--- src/rtl/sc_pkg.sv ---
package sc_pkg;

   localparam logic [5:0] OP_RTYPE = 6'h00;
   localparam logic [5:0] OP_LW    = 6'h23;
   localparam logic [5:0] OP_SW    = 6'h2B;
   localparam logic [5:0] OP_BEQ   = 6'h04;
   localparam logic [5:0] OP_J     = 6'h02;

   localparam logic [5:0] FN_ADD   = 6'h20;
   localparam logic [5:0] FN_SUB   = 6'h22;

   // class chosen by the main decoder; AC_FUNCT defers to the function field
   typedef enum logic [1:0] {
      AC_ADD   = 2'd0,
      AC_SUB   = 2'd1,
      AC_FUNCT = 2'd2
   } alu_class_e;

   typedef enum logic {
      ALU_ADD = 1'b0,
      ALU_SUB = 1'b1
   } alu_op_e;

   typedef struct packed {
      logic       sel_rd;      // write target: rd when set, rt otherwise
      logic       sel_imm;     // ALU operand B: immediate when set
      logic       sel_mem;     // write-back source: load data when set
      logic       rf_wen;
      logic       mem_rd;
      logic       mem_wr;
      logic       is_branch;
      logic       is_jump;
      alu_class_e alu_class;
   } ctrl_t;

endpackage

--- src/rtl/sc_regfile.sv ---
module sc_regfile #(
   parameter int XLEN    = 32,
   parameter int REG_NUM = 32
) (
   input  logic            clk,
   input  logic            rst,
   input  logic            wen,
   input  logic [4:0]      raddr_a,
   input  logic [4:0]      raddr_b,
   input  logic [4:0]      waddr,
   input  logic [XLEN-1:0] wdata,
   output logic [XLEN-1:0] rdata_a,
   output logic [XLEN-1:0] rdata_b
);
   localparam int RA_W = $clog2(REG_NUM);

   logic [XLEN-1:0] regs [REG_NUM];
   logic [RA_W-1:0] ra_i, rb_i, wa_i;

   assign ra_i = raddr_a[RA_W-1:0];
   assign rb_i = raddr_b[RA_W-1:0];
   assign wa_i = waddr[RA_W-1:0];

   // entry 0 is cleared by reset and never written afterwards
   always_ff @(posedge clk) begin
      for (int i = 0; i < REG_NUM; i++) begin
         if (rst)
            regs[i] <= '0;
         else if (wen && (i != 0) && (wa_i == RA_W'(i)))
            regs[i] <= wdata;
      end
   end

   assign rdata_a = regs[ra_i];
   assign rdata_b = regs[rb_i];

   // an index of zero on the write port never disturbs register 0
   assert_r0_hold_R10 : assert property (@(posedge clk) disable iff (rst)
      (wen && wa_i == '0) |=> (regs[0] == '0));

endmodule

--- src/rtl/sc_alu.sv ---
module sc_alu #(
   parameter int XLEN         = 32,
   parameter bit SHARED_ADDER = 1'b1
) (
   input  sc_pkg::alu_op_e op,
   input  logic [XLEN-1:0] a,
   input  logic [XLEN-1:0] b,
   output logic [XLEN-1:0] y,
   output logic            zero
);
   import sc_pkg::*;

   generate
      if (SHARED_ADDER) begin : g_shared
         logic [XLEN-1:0] b_eff;
         logic [XLEN-1:0] cin;
         assign b_eff = (op == ALU_SUB) ? ~b : b;
         assign cin   = {{(XLEN-1){1'b0}}, (op == ALU_SUB)};
         assign y     = a + b_eff + cin;
      end else begin : g_split
         logic [XLEN-1:0] sum;
         logic [XLEN-1:0] diff;
         assign sum  = a + b;
         assign diff = a - b;
         assign y    = (op == ALU_SUB) ? diff : sum;
      end
   endgenerate

   assign zero = (y == '0);

endmodule

--- src/rtl/sc_ctrl.sv ---
module sc_ctrl (
   input  logic [5:0]      opcode,
   input  logic [5:0]      funct,
   output sc_pkg::ctrl_t   ctrl,
   output sc_pkg::alu_op_e alu_op
);
   import sc_pkg::*;

   // stage 1: main decoder, opcode only
   always_comb begin
      ctrl = '0;
      ctrl.alu_class = AC_ADD;
      unique case (opcode)
         OP_RTYPE: begin
            ctrl.sel_rd    = 1'b1;
            ctrl.rf_wen    = 1'b1;
            ctrl.alu_class = AC_FUNCT;
         end
         OP_LW: begin
            ctrl.sel_imm = 1'b1;
            ctrl.sel_mem = 1'b1;
            ctrl.rf_wen  = 1'b1;
            ctrl.mem_rd  = 1'b1;
         end
         OP_SW: begin
            ctrl.sel_imm = 1'b1;
            ctrl.mem_wr  = 1'b1;
         end
         OP_BEQ: begin
            ctrl.is_branch = 1'b1;
            ctrl.alu_class = AC_SUB;
         end
         OP_J: begin
            ctrl.is_jump = 1'b1;
         end
         default: ;
      endcase
   end

   // stage 2: ALU control, class plus function field
   always_comb begin
      unique case (ctrl.alu_class)
         AC_SUB:   alu_op = ALU_SUB;
         AC_FUNCT: alu_op = (funct == FN_SUB) ? ALU_SUB : ALU_ADD;
         default:  alu_op = ALU_ADD;
      endcase
   end

endmodule

--- src/rtl/sc_next_pc.sv ---
module sc_next_pc #(
   parameter int XLEN = 32
) (
   input  logic [XLEN-1:0] pc,
   input  logic [XLEN-1:0] imm_ext,
   input  logic [25:0]     jidx,
   input  logic            is_branch,
   input  logic            equal,
   input  logic            is_jump,
   output logic [XLEN-1:0] pc_plus4,
   output logic [XLEN-1:0] pc_next
);
   logic [XLEN-1:0] br_target;
   logic [XLEN-1:0] j_target;

   assign pc_plus4  = pc + XLEN'(4);
   assign br_target = pc_plus4 + {imm_ext[XLEN-3:0], 2'b00};
   assign j_target  = {pc_plus4[XLEN-1:28], jidx, 2'b00};

   always_comb begin
      if (is_jump)
         pc_next = j_target;
      else if (is_branch && equal)
         pc_next = br_target;
      else
         pc_next = pc_plus4;
   end

endmodule

--- src/rtl/sc_core.sv ---
module sc_core #(
   parameter int          XLEN         = 32,
   parameter int          REG_NUM      = 32,
   parameter logic [31:0] RESET_PC     = 32'h0,
   parameter bit          SHARED_ADDER = 1'b1
) (
   input  logic        clk,
   input  logic        rst,
   output logic [31:0] imem_addr,
   input  logic [31:0] imem_rdata,
   output logic [31:0] dmem_addr,
   output logic [31:0] dmem_wdata,
   output logic        dmem_we,
   output logic        dmem_re,
   input  logic [31:0] dmem_rdata
);
   import sc_pkg::*;

   localparam int IMM_W = 16;

   generate
      if (XLEN != 32) begin : g_bad_xlen
         $error("sc_core: XLEN must be 32");
      end
      if (REG_NUM < 2 || REG_NUM > 32 || (REG_NUM & (REG_NUM - 1)) != 0) begin : g_bad_regs
         $error("sc_core: REG_NUM must be a power of two in 2..32");
      end
      if (RESET_PC[1:0] != 2'b00) begin : g_bad_rpc
         $error("sc_core: RESET_PC must be word aligned");
      end
   endgenerate

   logic [XLEN-1:0] pc, pc_plus4, pc_next;
   logic [5:0]      f_op, f_fn;
   logic [4:0]      f_rs, f_rt, f_rd, wr_idx;
   logic [XLEN-1:0] imm_ext, rf_a, rf_b, alu_b, alu_y, wb_data;
   logic            alu_zero;
   ctrl_t           ctrl;
   alu_op_e         alu_op;

   assign f_op    = imem_rdata[31:26];
   assign f_rs    = imem_rdata[25:21];
   assign f_rt    = imem_rdata[20:16];
   assign f_rd    = imem_rdata[15:11];
   assign f_fn    = imem_rdata[5:0];
   assign imm_ext = {{(XLEN-IMM_W){imem_rdata[IMM_W-1]}}, imem_rdata[IMM_W-1:0]};

   always_ff @(posedge clk) begin
      if (rst) pc <= RESET_PC;
      else     pc <= pc_next;
   end

   sc_ctrl u_ctrl (
      .opcode (f_op),
      .funct  (f_fn),
      .ctrl   (ctrl),
      .alu_op (alu_op)
   );

   assign wr_idx  = ctrl.sel_rd ? f_rd : f_rt;
   assign wb_data = ctrl.sel_mem ? dmem_rdata : alu_y;

   sc_regfile #(.XLEN(XLEN), .REG_NUM(REG_NUM)) u_rf (
      .clk     (clk),
      .rst     (rst),
      .wen     (ctrl.rf_wen),
      .raddr_a (f_rs),
      .raddr_b (f_rt),
      .waddr   (wr_idx),
      .wdata   (wb_data),
      .rdata_a (rf_a),
      .rdata_b (rf_b)
   );

   assign alu_b = ctrl.sel_imm ? imm_ext : rf_b;

   sc_alu #(.XLEN(XLEN), .SHARED_ADDER(SHARED_ADDER)) u_alu (
      .op   (alu_op),
      .a    (rf_a),
      .b    (alu_b),
      .y    (alu_y),
      .zero (alu_zero)
   );

   sc_next_pc #(.XLEN(XLEN)) u_npc (
      .pc        (pc),
      .imm_ext   (imm_ext),
      .jidx      (imem_rdata[25:0]),
      .is_branch (ctrl.is_branch),
      .equal     (alu_zero),
      .is_jump   (ctrl.is_jump),
      .pc_plus4  (pc_plus4),
      .pc_next   (pc_next)
   );

   assign imem_addr  = pc;
   assign dmem_addr  = alu_y;
   assign dmem_wdata = rf_b;
   assign dmem_we    = ctrl.mem_wr & ~rst;
   assign dmem_re    = ctrl.mem_rd & ~rst;

   // memory strobes follow the fetched opcode
   assert_we_only_store_R11 : assert property (@(posedge clk) disable iff (rst)
      dmem_we |-> (f_op == OP_SW));
   assert_re_only_load_R11 : assert property (@(posedge clk) disable iff (rst)
      dmem_re |-> (f_op == OP_LW));

   // straight-line instructions advance by one word
   assert_seq_fetch_R2 : assert property (@(posedge clk) disable iff (rst)
      (f_op != OP_BEQ && f_op != OP_J) |=> (imem_addr == $past(imem_addr) + 32'd4));

   // branch outcome follows register equality
   assert_beq_taken_R7 : assert property (@(posedge clk) disable iff (rst)
      (f_op == OP_BEQ && rf_a == rf_b)
      |=> (imem_addr == $past(pc_plus4) + ($past(imm_ext) << 2)));
   assert_beq_fall_R8 : assert property (@(posedge clk) disable iff (rst)
      (f_op == OP_BEQ && rf_a != rf_b) |=> (imem_addr == $past(imem_addr) + 32'd4));

   // jump target keeps the upper nibble of PC+4
   assert_jump_target_R9 : assert property (@(posedge clk) disable iff (rst)
      (f_op == OP_J) |=> (imem_addr == {$past(pc_plus4[31:28]), $past(imem_rdata[25:0]), 2'b00}));

   // reads of register 0 see zero
   assert_r0_reads_zero_R10 : assert property (@(posedge clk) disable iff (rst)
      (f_rs == 5'd0) |-> (rf_a == '0));

endmodule

--- config.mk ---
export PLATFORM = sky130hd
export DESIGN_NAME = sc_core
export DESIGN_NICKNAME = d
export VERILOG_FILES = /design/src/rtl/sc_pkg.sv /design/src/rtl/sc_regfile.sv /design/src/rtl/sc_alu.sv /design/src/rtl/sc_ctrl.sv /design/src/rtl/sc_next_pc.sv /design/src/rtl/sc_core.sv
export SDC_FILE = /design/constraint.sdc
export NUM_CORES = 2
export LEC_CHECK = 0
export BUFFER_PORTS_ARGS = -buffer_cell sky130_fd_sc_hd__buf_2
export CAP_MARGIN = 20
export CORE_MARGIN = 4
export CORE_UTILIZATION = 45
export CTS_CLUSTER_SIZE = 8
export DETAILED_ROUTE_END_ITERATION = 8
export PLACE_DENSITY = 0.6
export REMOVE_ABC_BUFFERS = 1
export SLEW_MARGIN = 5
export SYNTH_ARGS = -nofsm -noshare
export SYNTH_HDL_FRONTEND = slang
export SYNTH_HIERARCHICAL = 1
export SYNTH_SLANG_ARGS = --single-unit
--- constraint.sdc ---
create_clock -name clk -period 7 [get_ports clk]
set_input_delay 0.7 -clock clk [delete_from_list [all_inputs] [get_ports clk]]
set_output_delay 0.7 -clock clk [all_outputs]
set_load 0.02 [all_outputs]
==> summary.txt <==
Status
  – Status: complete, no violations

Critical path
  – Critical Path Source Type: input port
  – CP Class: in2out
  – Sum of buffers and inverters on the critical path: 8
  – Worst EP required: 6.30 ns
  – Critical path's top delay family: buffers and inverters
  – Crit-path max cell delay: 0.60 ns
  – Critical path cell sequence: buf_8 > buf_4 > mux4_2 > a22o_1 > o21ai_1 > o31ai_1 > mux2_4 > xor2_1 > buf_4 > ha_1 > nand4_1 > buf_4 > nor3b_1 > a311oi_1 > buf_4 > o2bb2ai_1 > buf_4 > o21ai_0 > a21oi_1 > xnor2_1 > buf_4 > buf_2
  – CP max-delay cell: xnor2_1
  – Worst path most repeated cell: buf_4
  – Worst setup EP type: primary output
  – Arrival time of the worst setup path: around 6.1 ns
  – CP Max Fanout: 21

Floorplanning
  – IO Count: approximately 160
  – Die ar.: around 140000 um2
  – Rows: 134
  – Core Region: between 100000 and 150000 um2
  – Starting Density: 0.454
  – Die width: 375 um
  – Die height: roughly 380 um

Logic synthesis
  – Synth warn: 6
  – Cells after Synth: roughly 4600
  – Avg Cell Area, Syn: 13.2 um2
  – Syn Std Cell Area: roughly 60000 um2

Min path
  – Type of the worst min-delay path: in2reg

STA
  – Worst slew pin tran: 1.20 ns
  – Fin Clk Skew: about 0.032 ns
  – Max Slew Vio Count: 0
  – Tmin final: a little under 7 ns
  – RSZ-0062 raised after global routing: false
  – Period utilization: 0.976
  – Setup TNS: 0 ns
  – Slew HR: 0.197
  – Timing-limited maximum frequency: between 100 and 150 MHz
  – Final Hold Violating Endpoints: 0
  – Endpoints failing setup: 0

Final layout
  – Most frequent cells in the layout: 1036 x and2_1, 992 x edfxtp_1, 384 x mux4_2
  – Multi-input gate area: about 29000 um2
  – FF/Latch Area: around 30000 um2
  – Fillcell total: between 10000 and 15000
  – Layout Utilization: 0.522
  – Fin nets: between 4000 and 5000
  – Area Overhead vs Synth: 15.0%
  – Share of cells above drive strength 1: 0.277
  – Design area: about 70000 um2
  – Most common cell after layout, fill and taps aside: and2_1

Placed design
  – Dpl hpwl: roughly 150 mm
  – Placed cell area: 65600 um2
  – I/O Buffers: 163
  – GP Congestion: 0.969

Pwr
  – Pleak: 26.5 nW
  – Max IR drop VDD: 0.000295 V
  – PD cells: 246 nW/um2

Clocking
  – Post-CTS Repair Setup Buffers: 0
  – Clk_lat worst skew: slightly below 0.8 ns
  – CTS tree: done
  – Sink Count: a little over 1000
  – Post-CTS sizing: 0
  – Clk buf depth: 3
  – Clock Pin Slew Worst Setup and Hold Paths: around 0.05 ns
  – Hold-fix buffers at CTS: 0
  – Clock root buffer master: clkbuf_16
  – H-tree level count: 4
  – CTS buffer count: ~150

Routing
  – 1st-iter DRT viols: around 6100
  – Router iterations before antenna repair: 5
  – Via-to-Cell Ratio: approximately 6.5
  – Residual DRC: 0
  – Vias: 43500
  – Final WL: between 200 and 250 mm
  – Routed len/inst: about 34 um
  – Final ANT Viol Nets: 0

GRT
  – Initial antenna violation count: 18
  – Grt met2 use: 0.475
  – Largest net degree at the start of global routing: 75
  – Grt total ovfl: 0
  – First-pass GRT wire length: around 320 mm
  – Gr busiest metal: met2
  – Met3 usage: 0.0869
  – Number of global-route vias before repair: 43300
  – Global Route Usage Sum: 0.321
  – Met1 usage: 0.429

Flow run
  – Max_cap viols: 0
report_power, final:
part	internal, mW	total (mW)	switching (mW)
Combinational	1.24	3.61	2.37
Sequential	6.93	7.04	0.112
Clock	3.81	6.51	2.70
sequential cells by signal (all words and copies together) (netlist names):
register   flops
u_rf/regs    992
imem_addr     32
metrics by stage:
stage	power [mW]	cells	worst slack (ns)	hold WS (ns)
floorplan	8.79	4139	-1.74	0.651
global placement	10.7	6448	-0.203	0.565
detailed placement	10.7	6450	-0.179	0.561
CTS	17.2	6634	0.338	0.339
global route	17.6	6639	0.103	0.371
finish	17.2	6643	0.166	0.386
area by class of cell:
cell class,count,area share
Tap cell,1768,0.0317
Multi-Input combinational cell,3085,0.410
Sequential cell,1024,0.437
Antenna cell,6,0.000215
Clock buffer,167,0.0544
Timing Repair Buffer,546,0.0615
Inverter,30,0.00162
Clock inverter,17,0.00370
tightest hold or removal path, delay by kind of cell:
family,cells,cell delay [ns]
buf+inv,2,0.22
simple gates,1,0.12
compound gates,1,0.05
path summary, 6_finish.rpt:
path	startpoint	slack [ns]	depth (start not counted)	endpoint
worst max-delay path	imem_rdata[16]	0.17	22	dmem_addr[30]
worst min-delay path	imem_rdata[4]	0.39	4	imem_addr[6]
worst max register to register	u_rf/regs[29][14]	0.66	27	imem_addr[24]
worst min register to register	imem_addr[1]	0.57	2	imem_addr[1]
per-layer routing:
layer | part of all wire | routed length [um]
met5 | 0.00018 | 41
met4 | 0.062 | 14300
met3 | 0.12 | 27300
met2 | 0.44 | 99600
met1 | 0.38 | 87200
Power figures use the tool's default switching activity.
